**config.mk**
```make
export PLATFORM = sky130hd
export DESIGN_NAME = adc_sample_fifo
export DESIGN_NICKNAME = d
export VERILOG_FILES = /design/src/rtl/adc_fifo_pkg.sv /design/src/rtl/adc_fifo_push_arb.sv /design/src/rtl/adc_fifo_ctrl.sv /design/src/rtl/adc_fifo_store.sv /design/src/rtl/adc_sample_fifo.sv
export SDC_FILE = /design/constraint.sdc
export NUM_CORES = 1
export LEC_CHECK = 0
export BUFFER_PORTS_ARGS = -buffer_cell sky130_fd_sc_hd__buf_2
export CAP_MARGIN = 5
export CORE_MARGIN = 10
export CORE_UTILIZATION = 56
export CTS_CLUSTER_DIAMETER = 80
export DETAILED_ROUTE_END_ITERATION = 12
export PLACE_DENSITY = 0.76
export REMOVE_ABC_BUFFERS = 1
export SLEW_MARGIN = 30
export SYNTH_ARGS = -nofsm -noshare
export SYNTH_HDL_FRONTEND = slang
export SYNTH_SLANG_ARGS = --single-unit
```
**constraint.sdc**
```tcl
create_clock -name clk -period 2.7 [get_ports clk]
set_input_delay 0.81 -clock clk [delete_from_list [all_inputs] [get_ports clk]]
set_output_delay 0.81 -clock clk [all_outputs]
set_load 0.05 [all_outputs]
```
**src/rtl/adc_fifo_pkg.sv**
```systemverilog
package adc_fifo_pkg;

    typedef struct packed {
        logic empty;
        logic almost_full;
        logic full;
        logic overflow;
        logic underflow;
    } fifo_flags_t;

    localparam fifo_flags_t FLAGS_RESET = '{empty: 1'b1, almost_full: 1'b0,
                                           full: 1'b0, overflow: 1'b0,
                                           underflow: 1'b0};

    typedef enum logic [1:0] {
        SRC_NONE = 2'd0,
        SRC_CONV = 2'd1,
        SRC_DBG  = 2'd2
    } push_src_e;

endpackage

```
**src/rtl/adc_fifo_push_arb.sv**
```systemverilog
module adc_fifo_push_arb
    import adc_fifo_pkg::*;
#(
    parameter int DATA_W = 12
) (
    input  logic              conv_push,
    input  logic [DATA_W-1:0] conv_data,
    input  logic              dbg_push,
    input  logic [DATA_W-1:0] dbg_data,
    output logic              push_req,
    output logic [DATA_W-1:0] push_data
);

    push_src_e src;

    // The conversion source wins; a debug write in the same cycle is dropped.
    always_comb begin
        if (conv_push)     src = SRC_CONV;
        else if (dbg_push) src = SRC_DBG;
        else               src = SRC_NONE;
    end

    always_comb begin
        push_req  = (src != SRC_NONE);
        unique case (src)
            SRC_CONV: push_data = conv_data;
            SRC_DBG:  push_data = dbg_data;
            default:  push_data = '0;
        endcase
    end

endmodule

```
**src/rtl/adc_fifo_ctrl.sv**
```systemverilog
module adc_fifo_ctrl
    import adc_fifo_pkg::*;
#(
    parameter int DEPTH = 4,
    localparam int PTR_W = (DEPTH > 1) ? $clog2(DEPTH) : 1,
    localparam int LVL_W = $clog2(DEPTH + 1)
) (
    input  logic             clk,
    input  logic             rst_n,
    input  logic             push_req,
    input  logic             pop_req,
    input  logic             flush,
    output logic             wr_en,
    output logic [PTR_W-1:0] wr_ptr,
    output logic [PTR_W-1:0] rd_ptr,
    output logic [LVL_W-1:0] level,
    output fifo_flags_t      flags
);

    localparam logic [LVL_W-1:0] LVL_FULL = LVL_W'(DEPTH);
    localparam logic [LVL_W-1:0] LVL_AF   = LVL_W'(DEPTH - 1);
    localparam logic [PTR_W-1:0] PTR_LAST = PTR_W'(DEPTH - 1);

    typedef struct packed {
        logic [PTR_W-1:0] wr_ptr;
        logic [PTR_W-1:0] rd_ptr;
        logic [LVL_W-1:0] level;
        fifo_flags_t      flags;
    } ctrl_state_t;

    ctrl_state_t st_d, st_q;
    logic        pop_ok;
    logic        room;
    logic        wr_ok;

    function automatic logic [PTR_W-1:0] ptr_step(input logic [PTR_W-1:0] p);
        return (p == PTR_LAST) ? '0 : p + 1'b1;
    endfunction

    always_comb begin
        st_d   = st_q;
        pop_ok = pop_req && (st_q.level != '0);
        room   = (st_q.level != LVL_FULL);
        wr_ok  = push_req && (room || pop_ok);
        wr_en  = wr_ok && !flush;

        if (flush) begin
            st_d.wr_ptr = '0;
            st_d.rd_ptr = '0;
            st_d.level  = '0;
            st_d.flags  = FLAGS_RESET;
        end else begin
            if (wr_ok)  st_d.wr_ptr = ptr_step(st_q.wr_ptr);
            if (pop_ok) st_d.rd_ptr = ptr_step(st_q.rd_ptr);
            st_d.level = st_q.level + LVL_W'(wr_ok) - LVL_W'(pop_ok);

            if (push_req && !room && !pop_ok) st_d.flags.overflow = 1'b1;
            if (pop_req && (st_q.level == '0)) st_d.flags.underflow = 1'b1;

            st_d.flags.empty       = (st_d.level == '0);
            st_d.flags.almost_full = (st_d.level >= LVL_AF);
            st_d.flags.full        = (st_d.level == LVL_FULL);
        end
    end

    always_ff @(posedge clk or negedge rst_n) begin
        if (!rst_n) begin
            st_q.wr_ptr <= '0;
            st_q.rd_ptr <= '0;
            st_q.level  <= '0;
            st_q.flags  <= FLAGS_RESET;
        end else begin
            st_q <= st_d;
        end
    end

    assign wr_ptr = st_q.wr_ptr;
    assign rd_ptr = st_q.rd_ptr;
    assign level  = st_q.level;
    assign flags  = st_q.flags;

endmodule

```
**src/rtl/adc_fifo_store.sv**
```systemverilog
module adc_fifo_store #(
    parameter int DATA_W = 12,
    parameter int DEPTH  = 4,
    localparam int PTR_W = (DEPTH > 1) ? $clog2(DEPTH) : 1
) (
    input  logic              clk,
    input  logic              rst_n,
    input  logic              wr_en,
    input  logic [PTR_W-1:0]  wr_ptr,
    input  logic [DATA_W-1:0] wr_data,
    input  logic [PTR_W-1:0]  rd_ptr,
    output logic [DATA_W-1:0] rd_data
);

    logic [DATA_W-1:0] slot_q [DEPTH];

    for (genvar i = 0; i < DEPTH; i++) begin : g_slot
        logic [DATA_W-1:0] slot_d;

        always_comb begin
            slot_d = slot_q[i];
            if (wr_en && (wr_ptr == PTR_W'(i))) slot_d = wr_data;
        end

        always_ff @(posedge clk or negedge rst_n) begin
            if (!rst_n) slot_q[i] <= '0;
            else        slot_q[i] <= slot_d;
        end
    end

    assign rd_data = slot_q[rd_ptr];

endmodule

```
**src/rtl/adc_sample_fifo.sv**
```systemverilog
module adc_sample_fifo
    import adc_fifo_pkg::*;
#(
    parameter int DATA_W            = 12,
    parameter int DEPTH             = 4,
    parameter int CMD_W             = 2,
    parameter logic [CMD_W-1:0] FLUSH_CODE = 2'd3
) (
    input  logic              clk,
    input  logic              rst_n,
    input  logic              conv_push,
    input  logic [DATA_W-1:0] conv_data,
    input  logic              dbg_push,
    input  logic [DATA_W-1:0] dbg_data,
    input  logic              rd_pop,
    input  logic              cmd_valid,
    input  logic [CMD_W-1:0]  cmd_code,
    output logic [DATA_W-1:0] rd_data,
    output logic              rd_valid,
    output logic              empty,
    output logic              almost_full,
    output logic              full,
    output logic              overflow,
    output logic              underflow
);

    localparam int PTR_W = (DEPTH > 1) ? $clog2(DEPTH) : 1;
    localparam int LVL_W = $clog2(DEPTH + 1);

    logic              push_req;
    logic [DATA_W-1:0] push_data;
    logic              flush;
    logic              wr_en;
    logic [PTR_W-1:0]  wr_ptr;
    logic [PTR_W-1:0]  rd_ptr;
    logic [LVL_W-1:0]  level_q;
    fifo_flags_t       flags_q;

    assign flush = cmd_valid && (cmd_code == FLUSH_CODE);

    adc_fifo_push_arb #(.DATA_W(DATA_W)) i_arb (
        .conv_push (conv_push),
        .conv_data (conv_data),
        .dbg_push  (dbg_push),
        .dbg_data  (dbg_data),
        .push_req  (push_req),
        .push_data (push_data)
    );

    adc_fifo_ctrl #(.DEPTH(DEPTH)) i_ctrl (
        .clk      (clk),
        .rst_n    (rst_n),
        .push_req (push_req),
        .pop_req  (rd_pop),
        .flush    (flush),
        .wr_en    (wr_en),
        .wr_ptr   (wr_ptr),
        .rd_ptr   (rd_ptr),
        .level    (level_q),
        .flags    (flags_q)
    );

    adc_fifo_store #(.DATA_W(DATA_W), .DEPTH(DEPTH)) i_store (
        .clk     (clk),
        .rst_n   (rst_n),
        .wr_en   (wr_en),
        .wr_ptr  (wr_ptr),
        .wr_data (push_data),
        .rd_ptr  (rd_ptr),
        .rd_data (rd_data)
    );

    assign rd_valid    = !flags_q.empty;
    assign empty       = flags_q.empty;
    assign almost_full = flags_q.almost_full;
    assign full        = flags_q.full;
    assign overflow    = flags_q.overflow;
    assign underflow   = flags_q.underflow;

endmodule

```
**After elaboration in Yosys (flattened, before gate mapping)**

Cells that the tools add are included.

- Flip-flop bits (word level): 60
- Latch bits: 0
- Memory bits (writable): 0
- Bits in read-only memories: 0
- Bits of input ports: 32
- Output and inout port bits: 18
- Word-level logic and storage cells: 66
- Memories kept: 0

- Add/subtract/negate cells: 4
- Multipliers: 0
- Div/mod/pow operators: 0
- Magnitude comparators: 2
- Equal/unequal tests: 9
- Shifts and indexed selects: 0
- Muxes and demuxes: 13
- Bitwise gates (word level): 1
- Reduce and logical (&&, ||, !) cells: 25

Operators by type and width:

| cell | count |
|---|---|
| $mux W12 | 3 |
| $bmux W12 S2 | 1 |
| $pmux W12 S2 | 1 |
| $mux W2 | 6 |
| $logic_and A1 B1 Y1 | 11 |
| $eq A2 B2 Y1 const B | 5 |
| $reduce_bool A2 Y1 | 5 |
| $logic_not A3 Y1 | 2 |
| $add A2 B1 Y2 const B | 2 |
| $eq A2 B1 Y1 const B | 2 |
| $logic_not A1 Y1 | 4 |
| $add A3 B1 Y3 | 1 |
| $eq A3 B3 Y1 const B | 1 |
| $ge A3 B2 Y1 const B | 1 |
| $ge A3 B3 Y1 const B | 1 |
| $ne A3 B3 Y1 const B | 1 |
| $not A2 Y3 | 1 |
| $reduce_bool A3 Y1 | 1 |
| $sub A3 B1 Y3 | 1 |
| $logic_not A2 Y1 | 1 |
| $mux W1 | 2 |
| $logic_or A1 B1 Y1 | 1 |

**Longest topological paths before layout**

Gate-level depths: netlist of run 1.

- Depth after elaboration: 8
- Depth in mapped cells: 8
- Gate-level depth less buffers: 8

**Hierarchy**

Synthesis of run 1 repeated with hierarchy kept, for this count alone.

- Cells, all modules: 192
- Area, all modules: 2827.7 sq um

Modules (own cells, without submodules):

| module | instances | cells an instance | area each (sq um) |
|---|---|---|---|
| adc_fifo_store | 1 | 118 | 2083.2 |
| adc_fifo_ctrl | 1 | 54 | 594.3 |
| adc_fifo_push_arb | 1 | 18 | 140.1 |
| adc_sample_fifo | 1 | 2 | 10.0 |

**Worst setup path after synthesis of run 1**

No wires, ideal clock.

- Kind: in2reg
- Start point: input rd_pop
- End point: register, netlist name i_ctrl.flags[3]
- Arrival time: 2.289 ns
- Data required time: 2.563 ns
- Setup slack: 0.275 ns
- Cell stages on the path: 6
- Path buffers: 0
- Path through: nor4b_1 > nor2_1 > ha_1 > fa_1 > xnor2_1 > a21oi_1

RTL lines:

| element | RTL line | RTL |
|---|---|---|
| from (decl) | adc_sample_fifo.sv:15 | `input logic rd_pop,` |

**Worst setup path in the final report of run 1**

- Start point: register, netlist name i_ctrl.rd_ptr[0]
- End point: output rd_data[2]

- Word-level cells in the longest chain between the ends: 4

Ends and longest elaborated chain:

| element | RTL line | RTL |
|---|---|---|
| $not A2 Y3 (not written as such) | adc_fifo_store.sv:31 | `assign rd_data = slot_q[rd_ptr];` |
| $bmux W12 S2 | adc_fifo_store.sv:31 |  |
| $mux W12 (not written as such) (2 in a row) | adc_fifo_store.sv:31 |  |
| to (decl) | adc_sample_fifo.sv:18 | `output logic [DATA_W-1:0] rd_data,` |

No other way between the ends. The select of a mux whose other input is x is not followed.

==> out/metrics.csv, run 1 <==
metric,value,unit
DP Cell Count,314,
max cap viols,0,
worst flop-to-flop path endpoint,i_ctrl.flags[3],
share of cells above drive strength 1,0.580,
Pleak,1.80,nW
Fmax achieved,394,MHz
register bit total from synthesis,60,
FILL cells,407,
Buffers on Ports,49,
Pint,3.00,mW
Hold Path Stages,2,
vias in the first global route,2016,
Slew @ Worst Pin,0.631,ns
"Avg Cell Area, Syn",15.8,um^2
Layout Nets,293,
Worst R2R Start,i_ctrl.level[1],
RSZ-0062 raised after global routing,false,
largest net degree at the start of global routing,32,
wire length of the first global-routing pass,10300,um
Worst Path Required,1.89,ns
Vias/cell,5.50,
Tcrit/Tclk final,0.940,
"antenna viol nets, final",0,
setup bufs post-CTS,0,
CTS Buffer Depth,2,
# diodes,0,
clock root buffer,clkbuf_8,
Flop pwr share,0.324,
Chip Width,94.9,um
post-synthesis instance area,0.00314,mm^2
Synth area leader,dfrtp_1,
final non-filler cell total,329,
Worst Skew,0.0100,ns
Cell Rows,27,
Total Die Area,0.00900,mm^2
final setup TNS,0,ns
max-slew violation count,0,
DRT iter0 DRCs,60,
CTS Hold Bufs,0,
status,"complete, no violations",
Hold Path Class,flip-flop to flip-flop,
Power Dens Cells,1390,mW/mm^2
post-synthesis cell type count,35,
Worst Hold Launch,i_ctrl.flags[1],
post_cts resized,0,
Hold Path Sink,i_ctrl.flags[1],
final setup vio count,0,
Comb pwr share,0.509,
io pins,50,
RD Place Congestion,0.790,
"Max FO, Critical Path",6,
die height,94.9,um
Yosys Warn Count,0,
final WL,6400,um
Yosys top cell area share,0.470,
Num Clock Sinks,60,
min cycle time layout,2.54,ns
sequential area share after synthesis,0.479,
layout overhead on the synthesized area,14.7,%
normalized max-slew margin,0.579,
switch share,0.401,
clock share of power,0.167,
Net Switching,2.00,mW
fin area,0.00360,mm^2
H-tree level count,3,
R2R Setup Slk,0.19,ns
crit end category,output pin,
Routed wire per std cell,19.4,um
first-pass detailed-route iteration total,4,
CTS tree,built,
initial antenna violation count,0,
"Reg clk slew, reported paths",0.07,ns
DP HPWL,4430,um
ranking of synthesized cells by area,"dfrtp_1 (47%), mux2_4 (19%), mux4_2 (8.6%), a22o_2 (3.8%), mux2_2 (2.9%)",
Post-Synthesis Cells,198,
Final Hold Fails,0,
DR vias,1810,
R2R depth,8,
setup ws final,0.162,ns
Tot GR Track Use,0.148,
Initial Util,0.573,
Area after DPL,0.00339,mm^2
Worst-Skew Late Latency,0.33,ns
CTS Buf Count,9,
core area,0.00547,mm^2
# DRC,0,
GR Overflow Total,0,
Peak VDD IR,782,uV
worst setup slack after placement,0.0471,ns
CP Class,flip-flop to output pin,
Critical Path Start Type,flip-flop,
WP data arrival,1.73,ns
-- cell usage in the layout (no fill, tap or decap), types with 2 or more instances in the layout --
| cell | instances |
|---|---|
| clkbuf_8 | 12 |
| nand2_1 | 2 |
| ha_1 | 7 |
| inv_1 | 8 |
| nand4_4 | 4 |
| buf_2 | 49 |
| clkbuf_1 | 2 |
| o21ai_0 | 2 |
| mux4_2 | 12 |
| nand3_1 | 2 |
| buf_4 | 6 |
| a21oi_1 | 6 |
| nor2_1 | 7 |
| xnor2_1 | 2 |
| mux2_2 | 8 |
| a22o_2 | 12 |
| dfrtp_1 | 58 |
| and2_1 | 2 |
| mux2_4 | 40 |
-- power by group through the flow --
stage / logic, mW / clock network (mW) / registers (mW)
2_1_floorplan: 1.97 / 0 / 1.67
3_3_place_gp: 2.52 / 0 / 1.61
3_5_place_dp: 2.57 / 0 / 1.62
4_1_cts: 2.58 / 0.851 / 1.61
5_1_grt: 2.71 / 0.886 / 1.68
6_report: 2.54 / 0.836 / 1.62
-- area by class of cell --
type                    count  area (um^2)  area share
clock buffers              14          173      0.0480
clock inverters             1         30.0     0.00834
inverters                   8         30.0     0.00834
multi-input cells         119         1480       0.412
flip-flops and latches     60         1500       0.418
well taps                  72         90.1      0.0250
repair buffers             55          290      0.0807
-- synth_stat cells --
library cell / number
buf_12: 4
dfrtp_1: 59
mux4_2: 12
dlygate4sd1_1: 1
nor4b_1: 1
fa_1: 1
a21oi_1: 6
clkbuf_1: 2
and2_1: 2
ha_1: 7
o21ai_0: 2
and3_1: 1
buf_1: 1
or4_1: 1
nand4_4: 4
dfstp_2: 1
mux2_4: 40
xnor2_1: 2
nor4_1: 1
and2b_2: 1
or3_1: 1
clkbuf_8: 1
nor2_1: 7
a22o_2: 12
nor3_1: 1
nand3_1: 2
or4b_4: 1
nand2_1: 2
or2_2: 1
a21o_1: 1
inv_1: 8
mux2i_1: 1
buf_2: 2
mux2_2: 8
o31ai_1: 1
-- worst max-delay path: stages (launching register included) --
cell and delay [ns]:
dfrtp_2 0.44, buf_4 0.21, mux4_2 0.52, buf_2 0.23
-- metal layers --
| layer | GRT usage | up-vias | share of wire |
|---|---|---|---|
| met5 | 0 | - | 0 |
| met4 | 0.0449 | 0 | 0.0069 |
| met3 | 0.0571 | 6 | 0.060 |
| met2 | 0.231 | 42 | 0.47 |
| met1 | 0.187 | 921 | 0.46 |
| li1 | - | 841 | - |
-- cells by family (layout without fill, tap and decap cells) --
kind of cell / count (synthesis) / after routing / synth area share
simple gates: 26 / 26 / 0.0670
flops: 60 / 60 / 0.479
buf+inv: 19 / 78 / 0.0490
compound gates: 22 / 22 / 0.0558
fa+ha+maj: 8 / 8 / 0.0343
xor+xnor: 2 / 2 / 0.00558
mux: 61 / 61 / 0.309
-- sequential cells by signal, indices dropped and copies added (netlist names) --
register / cells
i_ctrl.wr_ptr: 2
i_ctrl.level: 3
i_ctrl.flags: 5
i_store.slot_q: 48
i_ctrl.rd_ptr: 2
-- metrics by stage --
step / power [mW] / util / hold WS (ns)
3_5_place_dp: 4.19 / 0.620 / 0.477
6_report: 5.00 / 0.658 / 0.484
4_1_cts: 5.04 / 0.657 / 0.493
3_3_place_gp: 4.12 / 0.620 / 0.475
5_1_grt: 5.27 / 0.658 / 0.511
2_1_floorplan: 3.64 / - / 0.474
-- worst max-delay path by stage --
stage               depth (start not counted)         endpoint  slack, ns              from
floorplan                                   6  i_ctrl.flags[3]       0.28            rd_pop
global placement                            9  i_ctrl.flags[3]       0.12            rd_pop
detailed placement                          9  i_ctrl.flags[3]       0.05            rd_pop
CTS                                         3       rd_data[2]       0.05  i_ctrl.rd_ptr[0]
global route                                8  i_ctrl.flags[3]       0.02   i_ctrl.level[1]
finish                                      3       rd_data[2]       0.16  i_ctrl.rd_ptr[0]
(Power assumes the default switching activity.)
==> inputs of run 2 (changes only) <==
- CORE_MARGIN: 10 -> 4
==> run 2 against run 1 <==
Critical endpoint unchanged. Fmax down 2.1%. Critical path type unchanged. Wire length shrank 5.9%. Via count rose by 1.3%.
==> out/metrics.csv, run 2 (same netlist as run 1, synthesis figures left out) <==
metric,value,unit,change
status,"complete, no violations",,
normalized max-slew margin,0.549,,-0.0309
busiest layer in global routing,met2,,
share of cells above drive strength 1,0.584,,+0.00389
largest net degree at the start of global routing,33,,+3.1%
crit end category,output pin,,
Critical Path Start Type,flip-flop,,
Worst R2R Start,i_ctrl.level[1],,
Buffers on Ports,49,,unchanged
Power Dens Cells,1400,mW/mm^2,+0.66%
Pint,3.04,mW,+1.5%
Worst-Skew Late Latency,0.35,ns,+0.02 ns
wire length of the first global-routing pass,10200,um,-0.54%
post_cts resized,0,,unchanged
"commonest non-fill, non-tap cell in the layout",dfrtp_1,,
Top reg by flops,i_store.slot_q,,
initial antenna violation count,0,,unchanged
DP HPWL,4010,um,-9.5%
Worst Setup EP,rd_data[2],,
switch share,0.400,,-0.00117
Fmax achieved,386,MHz,-2.1%
min cycle time layout,2.59,ns,+0.0545 ns
final WL,6020,um,-5.9%
Num Clock Sinks,60,,unchanged
H-tree level count,3,,unchanged
clock root buffer,clkbuf_8,,
Pleak,1.81,nW,+0.15%
vias in the first global route,2025,,+0.45%
Worst Path Required,1.89,ns,about the same
Total Die Area,0.00686,mm^2,-24%
Flop pwr share,0.315,,-0.009
# DRC,0,,unchanged
top flop regs,"i_store.slot_q: 48 flops, i_ctrl.flags: 5 flops, i_ctrl.level: 3 flops",,
DR vias,1833,,+1.3%
layout overhead on the synthesized area,15.4,%,
CP Class,flip-flop to output pin,,
Worst Skew,0.00786,ns,-0.00216 ns
clock share of power,0.179,,+0.012
CTS tree,built,,
core area,0.00527,mm^2,-3.7%
max cap viols,0,,unchanged
setup bufs post-CTS,0,,unchanged
Hold Path Class,input pin to async pin,,
CTS Buf Count,9,,unchanged
FILL cells,393,,-3.4%
CTS Hold Bufs,0,,unchanged
"Max FO, Critical Path",14,,+8
"commonest non-fill, non-tap cells in the layout","dfrtp_1 (59), buf_2 (49), mux2_4 (40), mux4_2 (12), a22o_2 (12)",,
number of flip-flops in the largest register,48,,unchanged
Routed wire per std cell,18.4,um,-5.3%
CTS Buffer Depth,2,,unchanged
Tot GR Track Use,0.191,,+0.0427
Final Power,5.07,mW,+1.3%
final setup vio count,0,,unchanged
Chip Width,82.9,um,-13%
routing usage on met1,0.222,,+0.0352
R2R depth,8,,unchanged
Comb pwr share,0.505,,-0.004
die height,82.9,um,-13%
Layout Nets,292,,-0.34%
Worst Setup SP,i_ctrl.rd_ptr[1],,
"Reg clk slew, reported paths",0.07,ns,about the same
GR Util met2,0.322,,+0.0910
Tcrit/Tclk final,0.960,,+0.0202
RSZ-0062 raised after global routing,false,,
Slew @ Worst Pin,0.677,ns,+0.0463 ns
final setup TNS,0,ns,unchanged
R2R Setup Slk,0.18,ns,about the same
max-slew violation count,0,,unchanged
Initial Util,0.595,,+0.0221
GR Overflow Total,0,,unchanged
first-pass detailed-route iteration total,4,,unchanged
Net Switching,2.02,mW,+1.0%
Final Hold Fails,0,,unchanged
Cell Rows,26,,-3.7%
"antenna viol nets, final",0,,unchanged
GRT met3 Usage,0.0743,,+0.0172
# diodes,0,,unchanged
RD Place Congestion,0.744,,-5.8%
Peak VDD IR,1010,uV,+29%
worst flop-to-flop path endpoint,i_ctrl.flags[3],,
DRT iter0 DRCs,59,,-1.7%
Vias/cell,5.61,,+1.9%
io pins,50,,unchanged
WP data arrival,1.78,ns,+0.05 ns
## run 2: layout make-up
| type | count | area, um^2 | share of cell area |
|---|---|---|---|
| Sequential cell | 60 | 1500 | 0.415 |
| Multi-Input combinational cell | 119 | 1480 | 0.409 |
| Timing Repair Buffer | 54 | 295 | 0.0815 |
| Clock buffer | 10 | 138 | 0.0380 |
| Clock inverter | 6 | 87.6 | 0.0242 |
| Tap cell | 70 | 87.6 | 0.0242 |
| Inverter | 8 | 30.0 | 0.00829 |
## run 2: power by group through the flow
stage,Sequential [mW],Combinational (mW),Clock [mW]
after global placement,1.59,2.52,0
after detailed placement,1.60,2.58,0
after CTS,1.60,2.59,0.939
after global routing,1.65,2.72,0.972
after floorplan,1.67,1.97,0
final,1.60,2.56,0.908
## run 2: per-stage QoR
| step | hold slack [ns] | cell area (um^2) | cells | setup WS, ns | utilization |
|---|---|---|---|---|---|
| global placement | 0.476 | 3400 | 311 | 0.130 | 0.645 |
| global route | 0.524 | 3620 | 327 | 0.00678 | 0.687 |
| floorplan | 0.474 | 3010 | 187 | 0.276 | - |
| finish | 0.489 | 3620 | 327 | 0.108 | 0.687 |
| detailed placement | 0.486 | 3400 | 311 | 0.0540 | 0.645 |
| CTS | 0.495 | 3620 | 327 | 0.0784 | 0.687 |
## run 2: per-layer routing
metal  vias to the layer above  part of all wire  wire (um)
li1                        840                 -          -
met1                       938              0.42       2550
met2                        42              0.51       3050
met3                        13             0.054        325
met4                         0             0.015         89
met5                         -                 0          0
## run 2: how the worst min path moves through the flow
stage | to | cells past startpoint | from | slack [ns]
2_1_floorplan | i_store.slot_q[12] | 1 | i_store.slot_q[12] | 0.47
3_3_place_gp | i_ctrl.flags[1] | 2 | i_ctrl.flags[1] | 0.48
3_5_place_dp | i_ctrl.flags[0] | 2 | i_ctrl.flags[0] | 0.49
4_1_cts | i_store.slot_q[44] | 1 | rst_n | 0.49
5_1_grt | i_store.slot_q[32] | 1 | i_store.slot_q[32] | 0.52
6_report | i_store.slot_q[44] | 1 | rst_n | 0.49
## run 2: worst max-delay path: stages (launching register included)
cell and delay (ns):
dfrtp_1 0.78, mux4_2 0.43, buf_2 0.23
==> inputs of run 3 (changes only) <==
==> constraint.sdc (replaced) <==
create_clock -name clk -period 2.7 [get_ports clk]
set_input_delay 0.405 -clock clk [delete_from_list [all_inputs] [get_ports clk]]
set_output_delay 0.405 -clock clk [all_outputs]
set_load 0.05 [all_outputs]
==> run 3 against run 2 <==
Sequential power increased by 3%. Design area decreased by 1.5%. Hold slack got worse by 0.39 ns. Clock skew increased by 0.0011 ns. Power decreased by 3.2%. Setup slack improved by 0.13 ns. Critical path type unchanged. Critical endpoint unchanged. Largest power group unchanged.
==> out/metrics.csv, run 3 (same netlist as run 1, synthesis figures left out) <==
metric,value,unit,change
io pins,50,,unchanged
H-tree level count,3,,unchanged
Worst Skew,0.00891,ns,+0.00106 ns
CP max stage cell,dfrtp_1,,
Pleak,1.79,nW,-1.1%
"Max FO, Critical Path",15,,+1
post_cts resized,0,,unchanged
Vias/cell,5.64,,+0.60%
WP data arrival,2.06,ns,+0.28 ns
final setup vio count,0,,unchanged
DRT iter0 DRCs,87,,+47%
"CP delay by family, top",flip-flops,,
# DRC,0,,unchanged
CP bufs+invs,1,,unchanged
share of cells above drive strength 1,0.579,,-0.00492
# diodes,0,,unchanged
worst-path cell chain,"mux4_2, buf_2",,
Power Dens Cells,1370,mW/mm^2,-1.8%
max incr delay on CP,0.88,ns,+0.10 ns
CTS Hold Bufs,0,,unchanged
normalized max-slew margin,0.450,,-0.0989
Routed wire per std cell,18.6,um,+0.93%
RSZ-0062 raised after global routing,false,,
first-pass detailed-route iteration total,4,,unchanged
Tcrit/Tclk final,0.913,,-0.0469
RD Place Congestion,0.776,,+4.3%
Fmax achieved,406,MHz,+5.1%
Final Hold Fails,0,,unchanged
DR vias,1827,,-0.33%
largest net degree at the start of global routing,32,,-3.0%
DP HPWL,4030,um,+0.51%
clock root buffer,clkbuf_8,,
"commonest non-fill, non-tap cells in the layout","dfrtp_1 (59), buf_2 (49), mux2_4 (40)",,
CP Class,flip-flop to output pin,,
Tot GR Track Use,0.193,,+0.00213
Total Die Area,0.00686,mm^2,unchanged
die height,82.9,um,unchanged
DP Cell Count,309,,-0.64%
CTS tree,built,,
crit end category,output pin,,
layout overhead on the synthesized area,13.7,%,
"commonest non-fill, non-tap cell in the layout",dfrtp_1,,
vias in the first global route,2057,,+1.6%
Worst-Skew Late Latency,0.34,ns,about the same
min cycle time layout,2.47,ns,-0.127 ns
Hold Path Class,input pin to async pin,,
Buffers on Ports,49,,unchanged
Chip Width,82.9,um,unchanged
"Reg clk slew, reported paths",0.07,ns,about the same
Critical Path Start Type,flip-flop,,
GR Overflow Total,0,,unchanged
top flop regs,"i_store.slot_q: 48 flops, i_ctrl.flags: 5 flops, i_ctrl.level: 3 flops",,
Num Clock Sinks,60,,unchanged
final non-filler cell total,324,,-0.92%
CTS Buffer Depth,2,,unchanged
"antenna viol nets, final",0,,unchanged
status,"complete, no violations",,
Worst Path Required,2.30,ns,+0.41 ns
Initial Util,0.595,,unchanged
initial antenna violation count,0,,unchanged
Top reg by flops,i_store.slot_q,,
Slew @ Worst Pin,0.825,ns,+0.148 ns
Util after Layout,0.677,,-0.0102
Final Power,4.90,mW,-3.2%
Peak VDD IR,812,uV,-20%
Hold WS,0.103,ns,-0.386 ns
Cell Rows,26,,unchanged
wire length of the first global-routing pass,10300,um,+1.1%
max cap viols,0,,unchanged
max-slew violation count,0,,unchanged
number of flip-flops in the largest register,48,,unchanged
Layout Nets,290,,-0.68%
CTS Buf Count,9,,unchanged
final WL,6020,um,unchanged
setup bufs post-CTS,0,,unchanged
core area,0.00527,mm^2,unchanged
final setup TNS,0,ns,unchanged
==> run 3: final timing paths <==
| kind | cells after the start | slack (ns) | from | end |
|---|---|---|---|---|
| max in group asynchronous | 2 | 1.92 | rst_n | i_ctrl.flags[4] |
| min in group clk | 3 | 0.38 | rd_pop | i_ctrl.flags[0] |
| max reg2reg | 8 | 0.37 | i_ctrl.level[1] | i_ctrl.flags[3] |
| min | 1 | 0.10 | rst_n | i_store.slot_q[28] |
| max | 2 | 0.23 | i_ctrl.rd_ptr[0] | rd_data[2] |
| min reg2reg | 2 | 0.50 | i_ctrl.flags[1] | i_ctrl.flags[1] |
==> run 3: metrics by stage <==
step / setup slack [ns] / area (um^2)
4_1_cts: 0.156 / 3570
3_5_place_dp: 0.374 / 3380
5_1_grt: 0.0576 / 3570
6_report: 0.234 / 3570
2_1_floorplan: 0.441 / 3010
3_3_place_gp: 0.501 / 3380
==> run 3: worst reg2reg max path, cell delays in order (launching register included) <==
cell,delay [ns]
dfrtp_1,0.44
o31ai_1,0.32
inv_1,0.08
ha_1,0.27
inv_1,0.04
ha_1,0.20
fa_1,0.38
xnor2_1,0.34
a21oi_1,0.12
==> run 3: area by class of cell <==
type / instances / area, um^2
Tap cell: 70 / 87.6
Clock buffer: 12 / 165
Inverter: 8 / 30.0
Clock inverter: 3 / 21.3
Multi-Input combinational cell: 119 / 1480
Fill cell: 407 / 1700
Sequential cell: 60 / 1500
Timing Repair Buffer: 52 / 280
==> run 3: metal layers <==
metal	track usage	up-vias	routed length, um
met4	0.0579	0	78
met2	0.319	44	3070
met1	0.235	938	2600
met3	0.0733	9	275
met5	0	-	0
li1	-	836	-
==> run 3: power breakdown <==
part	internal [mW]	switching, mW	total (mW)
clock network	0.403	0.348	0.751
logic	1.16	1.34	2.50
registers	1.32	0.329	1.65
total	2.89	2.02	4.90
